<file path="config.mk">
export PLATFORM = sky130hd
export DESIGN_NAME = dma_priority_tracker
export DESIGN_NICKNAME = d
export VERILOG_FILES = /design/src/rtl/dma_prio_pkg.sv /design/src/rtl/dma_rr_picker.sv /design/src/rtl/dma_grant_decode.sv /design/src/rtl/dma_status_pack.sv /design/src/rtl/dma_priority_tracker.sv
export SDC_FILE = /design/constraint.sdc
export NUM_CORES = 1
export LEC_CHECK = 0
export BUFFER_PORTS_ARGS = -buffer_cell sky130_fd_sc_hd__buf_2
export CAP_MARGIN = 30
export CORE_MARGIN = 2
export CORE_UTILIZATION = 55
export DETAILED_ROUTE_END_ITERATION = 7
export PLACE_DENSITY = 0.83
export SKIP_CTS_REPAIR_TIMING = 1
export SLEW_MARGIN = 20
export SYNTH_ARGS = -nofsm -noshare
export SYNTH_HDL_FRONTEND = slang
export SYNTH_SLANG_ARGS = --single-unit
</file>
<file path="constraint.sdc">
create_clock -name clk -period 4.2 [get_ports clk]
set_input_delay 0.84 -clock clk [delete_from_list [all_inputs] [get_ports clk]]
set_output_delay 0.84 -clock clk [all_outputs]
set_load 0.01 [all_outputs]
</file>
<file path="src/rtl/dma_prio_pkg.sv">
package dma_prio_pkg;

   // Decision taken by the tracker on each clock edge.
   typedef enum logic [1:0] {
      EV_HOLD    = 2'd0,
      EV_ARB     = 2'd1,
      EV_PREEMPT = 2'd2,
      EV_RESTORE = 2'd3
   } track_ev_e;

   // Bits needed to hold codes 0..n (0 reserved for "none").
   function automatic int unsigned code_width(input int unsigned n);
      return $clog2(n + 1);
   endfunction

   // Bits needed to index n channels.
   function automatic int unsigned index_width(input int unsigned n);
      return (n < 2) ? 1 : $clog2(n);
   endfunction

endpackage

</file>
<file path="src/rtl/dma_rr_picker.sv">
// Round-robin search over requesters starting after ptr, with an optional
// override that lets channel index 0 win outright.
module dma_rr_picker #(
   parameter int unsigned NUM_CH = 6,
   parameter int unsigned IDX_W  = 3,
   parameter int unsigned CODE_W = 3
) (
   input  logic [NUM_CH-1:0] req,
   input  logic [IDX_W-1:0]  ptr,
   input  logic              hp_en,
   output logic              valid,
   output logic [IDX_W-1:0]  idx,
   output logic [CODE_W-1:0] code
);
   localparam int unsigned SUM_W = IDX_W + 1;

   logic             found;
   logic [IDX_W-1:0] pick;

   always_comb begin
      logic [SUM_W-1:0] cand;
      found = 1'b0;
      pick  = '0;
      cand  = '0;
      for (int k = 1; k <= int'(NUM_CH); k++) begin
         cand = {1'b0, ptr} + SUM_W'(k);
         if (cand >= SUM_W'(NUM_CH)) begin
            cand = cand - SUM_W'(NUM_CH);
         end
         if (!found && req[cand[IDX_W-1:0]]) begin
            found = 1'b1;
            pick  = cand[IDX_W-1:0];
         end
      end
      if (hp_en && req[0]) begin
         found = 1'b1;
         pick  = '0;
      end
   end

   assign valid = found;
   assign idx   = pick;
   assign code  = CODE_W'(pick) + CODE_W'(1);

endmodule

</file>
<file path="src/rtl/dma_grant_decode.sv">
// Turns a channel code into a one-hot grant; code 0 gives no grant.
module dma_grant_decode #(
   parameter int unsigned NUM_CH = 6,
   parameter int unsigned CODE_W = 3
) (
   input  logic [CODE_W-1:0] code,
   output logic [NUM_CH-1:0] grant
);
   for (genvar g = 0; g < NUM_CH; g++) begin : g_dec
      assign grant[g] = (code == CODE_W'(g + 1));
   end
endmodule

</file>
<file path="src/rtl/dma_status_pack.sv">
// Packs the owner and shadow codes into a read-only word with a zero
// separator bit between them and zero padding above.
module dma_status_pack #(
   parameter int unsigned STAT_W = 16,
   parameter int unsigned CODE_W = 3
) (
   input  logic [CODE_W-1:0] active,
   input  logic [CODE_W-1:0] shadow,
   output logic [STAT_W-1:0] word
);
   localparam int unsigned SH_LSB = CODE_W + 1;
   localparam int unsigned SH_MSB = SH_LSB + CODE_W - 1;

   assign word[CODE_W-1:0]      = active;
   assign word[CODE_W]          = 1'b0;
   assign word[SH_MSB:SH_LSB]   = shadow;

   if (STAT_W > SH_MSB + 1) begin : g_pad
      assign word[STAT_W-1:SH_MSB+1] = '0;
   end
endmodule

</file>
<file path="src/rtl/dma_priority_tracker.sv">
module dma_priority_tracker
   import dma_prio_pkg::*;
#(
   parameter int unsigned NUM_CH = 6,
   parameter int unsigned STAT_W = 16
) (
   input  logic                                   clk,
   input  logic                                   rst_n,
   input  logic [NUM_CH-1:0]                      chan_req,
   input  logic                                   xfer_done,
   input  logic                                   ch1_hp_en,
   output logic [dma_prio_pkg::code_width(NUM_CH)-1:0] active_code,
   output logic [dma_prio_pkg::code_width(NUM_CH)-1:0] shadow_code,
   output logic [NUM_CH-1:0]                      grant,
   output logic [STAT_W-1:0]                      status_word
);
   localparam int unsigned CODE_W = code_width(NUM_CH);
   localparam int unsigned IDX_W  = index_width(NUM_CH);
   localparam logic [CODE_W-1:0] HP_CODE = CODE_W'(1);
   localparam logic [IDX_W-1:0]  PTR_RST = IDX_W'(NUM_CH - 1);

   // Elaboration-time parameter checks.
   if (NUM_CH < 2) begin : g_chk_ch
      $error("dma_priority_tracker: NUM_CH must be at least 2");
   end
   if (STAT_W < 2 * CODE_W + 1) begin : g_chk_stat
      $error("dma_priority_tracker: STAT_W too narrow for both codes");
   end

   logic [CODE_W-1:0] act_q, sh_q;
   logic [IDX_W-1:0]  ptr_q;
   track_ev_e         ev;

   logic              arb_valid;
   logic [IDX_W-1:0]  arb_idx;
   logic [CODE_W-1:0] arb_code;

   dma_rr_picker #(
      .NUM_CH (NUM_CH),
      .IDX_W  (IDX_W),
      .CODE_W (CODE_W)
   ) u_picker (
      .req   (chan_req),
      .ptr   (ptr_q),
      .hp_en (ch1_hp_en),
      .valid (arb_valid),
      .idx   (arb_idx),
      .code  (arb_code)
   );

   // Event selection: completion outranks preemption; restore outranks
   // arbitration when channel 1 finishes with a saved channel.
   always_comb begin
      ev = EV_HOLD;
      if (act_q == '0) begin
         ev = EV_ARB;
      end else if (xfer_done) begin
         if (act_q == HP_CODE && sh_q != '0) ev = EV_RESTORE;
         else                                ev = EV_ARB;
      end else if (ch1_hp_en && chan_req[0] && act_q != HP_CODE) begin
         ev = EV_PREEMPT;
      end
   end

   always_ff @(posedge clk or negedge rst_n) begin
      if (!rst_n) begin
         act_q <= '0;
         sh_q  <= '0;
         ptr_q <= PTR_RST;
      end else begin
         unique case (ev)
            EV_ARB: begin
               sh_q <= '0;
               if (arb_valid) begin
                  act_q <= arb_code;
                  ptr_q <= arb_idx;
               end else begin
                  act_q <= '0;
               end
            end
            EV_PREEMPT: begin
               sh_q  <= act_q;
               act_q <= HP_CODE;
            end
            EV_RESTORE: begin
               act_q <= sh_q;
               sh_q  <= '0;
            end
            default: ;
         endcase
      end
   end

   dma_grant_decode #(
      .NUM_CH (NUM_CH),
      .CODE_W (CODE_W)
   ) u_decode (
      .code  (act_q),
      .grant (grant)
   );

   dma_status_pack #(
      .STAT_W (STAT_W),
      .CODE_W (CODE_W)
   ) u_pack (
      .active (act_q),
      .shadow (sh_q),
      .word   (status_word)
   );

   assign active_code = act_q;
   assign shadow_code = sh_q;

endmodule

</file>
======== Word level (Yosys, flattened, before mapping) ========
Index checks and enable logic that the tools add are counted.
W data, S select, Z words.
cells by class
  $add $sub $neg .......................... 13
  $lt $le $gt $ge ......................... 12
  equal/unequal tests ..................... 10
  multiplexer cells ....................... 39
  reductions and logical operators ........ 19
operators with widths
  cell                   number
  $mux W3                14
  $ge A4 B3 Y1 const B   6
  $lt A3 B4 Y1 const B   6
  $bmux W1 S3            6
  $sub A3 B3 Y3 const B  6
  $mux W1                13
  $add A3 B3 Y4 const B  3
  $eq A3 B3 Y1 const B   3
  $pmux W3 S3            1
  $add A3 B2 Y4 const B  2
  $logic_and A1 B1 Y1    8
  $mux W2                4
  $eq A3 B2 Y1 const B   2
  $pmux W3 S2            1
  $reduce_bool A3 Y1     2
  $logic_not A1 Y1       5
  $add A3 B1 Y4 const B  1
  $eq A2 B2 Y1 const B   2
  $add A3 B1 Y3 const B  1
  $eq A3 B1 Y1 const B   1
  $logic_not A3 Y1       1
  $ne A3 B1 Y1 const B   1
  $eq A2 B1 Y1 const B   1
  $reduce_and A2 Y1      1
  other kinds (2)        2
word-level totals
  register bits after elaboration ......... 9
  bits of input ports ..................... 10
  output and inout port bits .............. 28
  word-level logic and storage cells ...... 96

======== Depth between registers and ports, before layout ========
Gate-level depths: netlist (run 1).
  depth in word-level cells ............... 25
  gate-level depth with buffers ........... 16
  depth with buffers taken out ............ 13

======== Cells and area by module ========
Synthesis (run 1) repeated with hierarchy kept, for this count alone.
unflattened totals
  cell total of the unflattened synthesis .. 220
  area total of the unflattened synthesis .. 1729.2 um^2
by module, submodules not included
  module                instances  cells each  area an instance (um^2)  seq. area each (um^2)
  dma_rr_picker         1          138         1032.2                   0.0
  dma_priority_tracker  1          59          520.5                    227.7
  dma_status_pack       1          17          123.9                    0.0
  dma_grant_decode      1          6           52.6                     0.0

======== Least setup slack after synthesis (run 1) ========
OpenSTA, ideal clock, no wires.
  path type ............................... register -> register
  from .................................... register ptr_q[0]
  to ...................................... register act_q[2] (netlist: active_code[2])
  setup time .............................. 118 ps
  arrival time ............................ 3465 ps
  required time ........................... 4082 ps
  slack ................................... 617 ps
  stages on the path, launching flop included .. 16
  buffers on the path ..................... 3
  clock period less this slack ............ 3583 ps
  cell sequence ........................... dfstp_2 buf_6 buf_2 inv_1 ha_1 buf_2 clkinv_1 xnor2_4 mux2i_2 or4b_4 a21boi_4 o21bai_2 and2_1 ha_1 xor2_1 a21o_1
on the way
  word-level cells in the longest chain between the ends .. 25
  elaborated cells between the ends (all ways) .. 63
  classes of those cells .................. 13 x add/sub; 6 x order compare; 34 x mux; 10 x reduce/logical
ends and longest elaborated chain
  item                                                  RTL line                                  text
  start, declared                                       dma_priority_tracker.sv:31                logic [IDX_W-1:0] ptr_q;
  start signal, assigned                                dma_priority_tracker.sv:76                ptr_q <= arb_idx;
  $add A3 B1 Y4                                         dma_rr_picker.sv:26                       cand = {1'b0, ptr} + SUM_W'(k);
  $ge A4 B3 Y1 / $sub A3 B3 Y3 (equally long branches)  dma_rr_picker.sv:27, dma_rr_picker.sv:28
  $mux W3                                               dma_rr_picker.sv:27                       if (cand >= SUM_W'(NUM_CH)) begin
  $bmux W1 S3                                           dma_rr_picker.sv:30                       if (!found && req[cand[IDX_W-1:0]]) begin
  $mux W1 (not written as such)                         dma_rr_picker.sv:30
  $mux W1                                               dma_rr_picker.sv:30
  $logic_not A1 Y1                                      dma_rr_picker.sv:30
  $logic_and A1 B1 Y1                                   dma_rr_picker.sv:30
  [10 not listed]                                       n/a
  $logic_not A1 Y1                                      dma_rr_picker.sv:30
  $logic_and A1 B1 Y1                                   dma_rr_picker.sv:30
  $mux W3 (*)                                           dma_rr_picker.sv:30
  $mux W3 (*)                                           dma_rr_picker.sv:35                       if (hp_en && req[0]) begin
  net arb_idx[0]                                        dma_priority_tracker.sv:35                logic [IDX_W-1:0] arb_idx;
  $add A3 B1 Y3 (*)                                     dma_rr_picker.sv:43                       assign code = CODE_W'(pick) + CODE_W'(1);
  $mux W3 (*)                                           dma_priority_tracker.sv:74                if (arb_valid) begin
  $pmux W3 S3 (*)                                       dma_priority_tracker.sv:71                unique case (ev)
  end signal, assigned                                  dma_priority_tracker.sv:75                act_q <= arb_code;
  end signal, assigned                                  dma_priority_tracker.sv:86                act_q <= sh_q;
  end, declared                                         dma_priority_tracker.sv:30                logic [CODE_W-1:0] act_q, sh_q;
The timed path passes the listed nets; every way through them passes the cells marked *. The select of a mux whose other input is x is not followed.
A chain may end at the register's enable or synchronous reset.

======== Worst setup path in the final report (run 1) ========
  from .................................... register ptr_q[1]
  to ...................................... register act_q[2] (netlist: active_code[2])
The elaborated chain is that of the path after synthesis.

==> flow_metrics.py, run 1 <==
metrics = {
    "run_status": {
        "outcome": "finished clean",
    },
    "setup_path": {
        "cp-endpoint": "active_code[2]$_DFFE_PN0P_",
        "start_kind": "flip-flop",
        "cpPeakStageDelay_ns": 0.57,
        "worstPathArrival_ns": 3.88,
        "cp.depth": 13,
        "path_class": "flip-flop to flip-flop",
        "worstPathRequired_ns": 4.35,
        "reg2regPathDepth": 13,
        "crit_path_top_delay_cell": "ha_1",
        "r2r-start": "ptr_q[1]$_DFFE_PN0P_",
        "crit_family": "multiplexers",
        "path_cells": "inv_1 > ha_1 > o21ai_0 > mux2i_1 > mux2_4 > mux2i_2 > or4b_4 > a21boi_4 > o21bai_2 > and2_1 > ha_1 > xor2_1 > a21o_1",
        "setup.worst_path.start": "ptr_q[1]$_DFFE_PN0P_",
        "r2r_end": "active_code[2]$_DFFE_PN0P_",
        "critPathBufInv": 1,
        "critPathMostFrequentCell": "ha_1",
        "r2r_setup_slack_ns": 0.47,
        "cp-end-kind": "flip-flop",
        "critPathMaxFanout": 12,
    },
    "placement": {
        "place_congestion": 0.929,
        "dp_hpwl_um": 2970,
        "placed_area_sq_mm": 0.00172,
        "placed_cells": 249,
        "io_buffers": 27,
    },
    "routing": {
        "vias_per_cell": 6.12,
        "routed_wl_um": 3810,
        "drt_iter0_markers": 136,
        "vias": 1549,
        "drt.antenna.violating_nets": 0,
        "dr.pass1.iters": 4,
        "drc": 0,
        "wire_per_inst_um": 15.1,
    },
    "global_route": {
        "grt_max_degree": 15,
        "grt_overflow_total": 0,
        "grt_pass1_wl_um": 6320,
        "grtUsageTotal_pct": 22.8,
        "grt_pass1_vias": 1374,
        "antenna_found_initial": 0,
    },
    "synth": {
        "ys.flop_type": "dfrtp_1",
        "synth-async-reset-ratio_pct": 100,
        "synth_area_leaders": "dfrtp_1 (10%), buf_4 (7.2%), ha_1 (6.7%), mux2i_1 (6.0%), mux4_2 (4.0%)",
        "ys_ff_latch": 9,
        "yosysSeqAreaShare_pct": 13.6,
        "syn_inst": 207,
        "avgSynthCellArea_sq_um": 8.07,
        "synth_edf_count": 0,
        "synth_cell_type_count": 61,
        "synth_top_area_share_pct": 10.5,
        "yosysTopAreaCell": "dfrtp_1",
        "yosysWarnings": 0,
        "netlist_area_sq_mm": 0.00167,
    },
    "pwr": {
        "leakagePower_nw": 0.776,
        "ir_worst_vdd_v": 0.000410,
        "total_power_mw": 1.48,
        "p_per_area_mw_per_mm2": 849,
    },
    "floorplan": {
        "rows": 19,
        "ios": 38,
        "die_h_um": 59.1,
        "coreArea_sq_mm": 0.00283,
        "die_area_sq_mm": 0.00349,
        "die_w_um": 59.1,
        "initial_core_util_pct": 59.0,
    },
    "clocking": {
        "cts.sinks": 9,
        "cts_buffers": 3,
        "clk_latency_ns": 0.26,
        "htree_levels": 1,
        "cts.path.max_buffers": 2,
        "tritoncts": "done",
        "cts_root_buffer": "clkbuf_4",
        "clk_pin_slew_ns": 0.06,
    },
    "timing": {
        "finalHoldViolCount": 0,
        "setup_viol": 0,
        "fin_crit_ns": 3.73,
        "fmax_mhz": 268,
        "slew_headroom_pct": 51.5,
        "worst_slew_pin_slew_ns": 0.719,
        "holdWs_ns": 0.421,
        "slew_violations": 0,
        "setup_tns_ns": 0,
        "fin_crit_sh_pct": 88.8,
        "rsz0062_at_grt": "no",
        "fin_skew_ns": 0.00120,
    },
    "final_layout": {
        "layout.nets": 242,
        "area_delta_synth_final_pct": 4.34,
        "layout.cells.non_filler": 253,
        "final_layout_size_suffix_gt1_share_pct": 24.8,
        "design_area_sq_mm": 0.00174,
        "diodes": 0,
    },
    "job": {
        "max-cap-violations": 0,
    },
    "hold_path": {
        "min_path_type": "primary input to async pin",
    },
}
[sequential cells by signal, indices dropped and copies added (netlist names)]
name and count:
ptr_q 3, shadow_code 3, active_code 3
[synth_stat cells, types with 2 or more instances]
cell / instances
clkbuf_1: 6
ha_1: 9
buf_4: 16
nor3_1: 12
nor4_1: 4
nand3b_1: 2
mux2_2: 3
buf_2: 3
o21a_1: 2
nand3_1: 10
dfstp_2: 2
mux4_2: 3
o31ai_1: 2
a21o_1: 3
a32o_1: 2
xnor2_1: 4
inv_1: 8
o21ai_0: 9
a31oi_1: 3
and2_1: 4
nand2_1: 16
o31a_1: 2
o22ai_1: 2
dfrtp_1: 7
a21oi_1: 13
xor2_1: 2
nor3b_1: 4
nor2_1: 12
mux2i_1: 10
[cells in the final DEF, fill, tap and decap left out, drive strengths merged, types with 2 or more instances in the layout]
| master | netlist | routed |
|---|---|---|
| inv | 8 | 8 |
| nand3 | 10 | 10 |
| a32o | 3 | 3 |
| xnor2 | 5 | 5 |
| nand4 | 2 | 2 |
| o22ai | 2 | 2 |
| nor3b | 4 | 4 |
| a21boi | 2 | 2 |
| mux2 | 4 | 4 |
| mux2i | 11 | 11 |
| nor2 | 12 | 12 |
| dfstp | 2 | 2 |
| nand2 | 16 | 16 |
| o31ai | 2 | 2 |
| xor2 | 3 | 3 |
| a31oi | 3 | 3 |
| o21ai | 11 | 11 |
| a21o | 3 | 3 |
| a211oi | 2 | 2 |
| buf | 20 | 28 |
| nand3b | 2 | 2 |
| o31a | 2 | 2 |
| conb | 1 | 10 |
| dfrtp | 7 | 7 |
| o21a | 2 | 2 |
| a21oi | 15 | 15 |
| nor3 | 12 | 12 |
| and2 | 4 | 4 |
| mux4 | 3 | 3 |
| ha | 9 | 9 |
| clkbuf | 6 | 4 |
| nor4 | 4 | 4 |
[per-layer routing]
metal	routed length [um]	share of wire (%)	GRT usage, %
met1	1740	46	31.1
met5	0	0	0
met4	50	1.3	6.49
met2	1820	48	38.7
met3	201	5.3	1.75
[per-stage QoR]
stage / utilization (%) / worst slack, ns
floorplan: - / 0.617
global placement: 60.7 / 0.535
detailed placement: 60.7 / 0.514
CTS: 61.6 / 0.514
global route: 61.6 / 0.244
finish: 61.6 / 0.472
[where the power goes]
| group | internal, mW | total [mW] | switching, mW |
|---|---|---|---|
| logic | 0.531 | 1.22 | 0.690 |
| clock network | 0.0366 | 0.0661 | 0.0295 |
| registers | 0.122 | 0.192 | 0.0697 |
| total | 0.690 | 1.48 | 0.789 |
[how the worst min path moves through the flow]
stage / to / from
2_1_floorplan: active_code[0]$_DFFE_PN0P_ / rst_n
4_1_cts: active_code[1]$_DFFE_PN0P_ / rst_n
3_5_place_dp: shadow_code[1]$_DFFE_PN0P_ / shadow_code[1]$_DFFE_PN0P_
6_report: shadow_code[2]$_DFFE_PN0P_ / rst_n
3_3_place_gp: shadow_code[1]$_DFFE_PN0P_ / shadow_code[1]$_DFFE_PN0P_
5_1_grt: active_code[1]$_DFFE_PN0P_ / rst_n
[kinds of logic after synthesis]
family	count (synthesis)	share of synthesized area, %
mux	18	13.8
compound gates	55	24.6
simple gates	72	23.1
xor+xnor	8	5.77
flops	9	13.6
buf+inv	35	12.1
fa+ha+maj	9	6.74
other cells	1	0.225
[final cells by class]
cell class	instances	area [sq um]
multi-input cells	172	1270
fillers	248	1090
flip-flops and latches	9	228
repair buffers	28	143
well taps	31	38.8
inverters	9	33.8
clock buffers	4	26.3
No activity file was read; power rests on OpenSTA's default activity.
==> inputs of run 2 (changes only) <==
PLACE_DENSITY = unset   (was 0.83)
PLACE_DENSITY_LB_ADDON = 0.2   (was unset)
SKIP_LAST_GASP = 1   (was unset)
==> run 2 against run 1 <==
Effect of this change:
- worst hold slack lost 0.0014 ns
- combinational power grew 4%
- register-to-register slack about the same
- critical path type unchanged
- critical endpoint unchanged
- largest power group unchanged
==> flow_metrics.py, run 2 (synthesis results as in run 1) <==
metrics = {
    "final_layout": {
        "final_cell_mix": "buf_2 (27), nand2_1 (16), a21oi_1 (13)",
        "final_common_cell": "buf_2",
        "area.sequential_sq_um": 228,
        "area_delta_synth_final_pct": 4.79,
        "final_layout_size_suffix_gt1_share_pct": 25.1,
        "fillerInstances": 267,
        "design_area_sq_mm": 0.00175,
        "layout.cells.non_filler": 254,
        "diodes": 0,
        "multi_input_area_sq_mm": 0.00127,
        "layout.nets": 243,
    },
    "routing": {
        "drt.antenna.violating_nets": 0,
        "drc": 0,
        "routed_wl_um": 4070,
        "dr.pass1.iters": 4,
        "vias_per_cell": 6.20,
        "drt_iter0_markers": 132,
        "wire_per_inst_um": 16.0,
        "vias": 1575,
    },
    "setup_path": {
        "critPathMostFrequentCell": "ha_1",
        "crit_family": "adder cells",
        "worstPathRequired_ns": 4.35,
        "worstPathArrival_ns": 3.87,
        "start_kind": "flip-flop",
        "path_cells": "inv_1 > ha_1 > clkinv_1 > xnor2_4 > mux2i_2 > or4b_4 > a21boi_4 > o21bai_2 > and2_1 > ha_1 > xor2_1 > a21o_1",
        "cp-end-kind": "flip-flop",
        "critPathBufInv": 2,
        "path_class": "flip-flop to flip-flop",
        "crit_path_top_delay_cell": "dfstp_2",
        "cpPeakStageDelay_ns": 0.58,
        "critPathMaxFanout": 12,
    },
    "floorplan": {
        "die_w_um": 59.1,
        "die_h_um": 59.1,
        "coreArea_sq_mm": 0.00283,
        "rows": 19,
        "initial_core_util_pct": 59.0,
        "ios": 38,
        "die_area_sq_mm": 0.00349,
    },
    "timing": {
        "worst_slew_pin_slew_ns": 0.791,
        "fin_skew_ns": 0.00240,
        "slew_violations": 0,
        "fin_crit_sh_pct": 88.5,
        "rsz0062_at_grt": "no",
        "finalHoldViolCount": 0,
        "fin_crit_ns": 3.72,
        "setup_tns_ns": 0,
        "fmax_mhz": 269,
        "slew_headroom_pct": 46.6,
        "setup_viol": 0,
    },
    "clocking": {
        "clk_latency_ns": 0.26,
        "tritoncts": "done",
        "htree_levels": 1,
        "clk_pin_slew_ns": 0.06,
        "cts.path.max_buffers": 2,
        "cts.sinks": 9,
        "cts_buffers": 3,
        "cts_root_buffer": "clkbuf_4",
    },
    "global_route": {
        "antenna_found_initial": 0,
        "grt_max_degree": 16,
        "grt_pass1_wl_um": 6740,
        "grt_overflow_total": 0,
        "grt_pass1_vias": 1419,
        "grtUsageTotal_pct": 24.7,
    },
    "pwr": {
        "total_power_mw": 1.51,
        "p_per_area_mw_per_mm2": 865,
        "leakagePower_nw": 0.781,
        "ir_worst_vdd_v": 0.000625,
    },
    "hold_path": {
        "min_path_type": "primary input to async pin",
    },
    "job": {
        "max-cap-violations": 0,
    },
    "run_status": {
        "outcome": "finished clean",
    },
    "placement": {
        "placed_cells": 250,
        "io_buffers": 27,
        "dp_hpwl_um": 3170,
        "place_congestion": 0.988,
        "placed_area_sq_mm": 0.00172,
    },
}
## run 2: cell types whose count changed in the layout (fill, tap and decap cells not counted)
cell | previous run | this run
buf_4 | 1 | 2
## run 2: area by class of cell
class / instances / area share, %
multi-input cells: 172 / 72.8
flip-flops and latches: 9 / 13.0
repair buffers: 29 / 8.58
well taps: 31 / 2.22
inverters: 9 / 1.93
clock buffers: 4 / 1.50
## run 2: path summary, 6_finish.rpt
kind / start / to / slack (ns) / depth (start not counted)
worst max-delay path: ptr_q[0]$_DFFE_PN1P_ / active_code[2]$_DFFE_PN0P_ / 0.48 / 12
worst min-delay path: rst_n / active_code[0]$_DFFE_PN0P_ / 0.42 / 1
worst max register to register: ptr_q[0]$_DFFE_PN1P_ / active_code[2]$_DFFE_PN0P_ / 0.48 / 12
worst min register to register: shadow_code[1]$_DFFE_PN0P_ / shadow_code[1]$_DFFE_PN0P_ / 0.59 / 2
max in group asynchronous: rst_n / ptr_q[0]$_DFFE_PN1P_ / 3.53 / 1
min in group clk: shadow_code[1]$_DFFE_PN0P_ / shadow_code[1]$_DFFE_PN0P_ / 0.59 / 2
## run 2: per-layer routing
metal	share of wire [%]	wire length (um)	vias to the layer above	track usage (%)
li1	-	-	771	-
met1	46	1860	749	35.8
met2	49	2010	53	41.6
met3	4.7	190	2	0.655
met4	0.34	14	0	4.22
met5	0	0	-	0
## run 2: where the power goes
part / internal [mW] / leakage (nW) / switching (mW) / total, mW
clock network: 0.0367 / 0.0150 / 0.0316 / 0.0683
logic: 0.538 / 0.654 / 0.729 / 1.27
registers: 0.122 / 0.112 / 0.0565 / 0.179
## run 2: worst register-to-register path: cells and delay by family, from the launching register on
| family | cells | cell delay (ns) |
|---|---|---|
| multiplexers | 1 | 0.45 |
| AO/OA/AOI/OAI | 3 | 0.43 |
| flip-flops | 1 | 0.58 |
| buffers and inverters | 2 | 0.52 |
| AND/OR/NAND/NOR | 2 | 0.40 |
| adder cells (fa/ha/maj) | 2 | 0.71 |
| XOR/XNOR | 2 | 0.52 |
## run 2: per-stage QoR
stage	utilization (%)	hold WS [ns]	setup WS, ns
5_1_grt	61.9	0.429	0.251
3_3_place_gp	60.9	0.577	0.590
4_1_cts	61.9	0.419	0.498
6_report	61.9	0.419	0.482
2_1_floorplan	-	0.544	0.617
3_5_place_dp	60.9	0.581	0.533
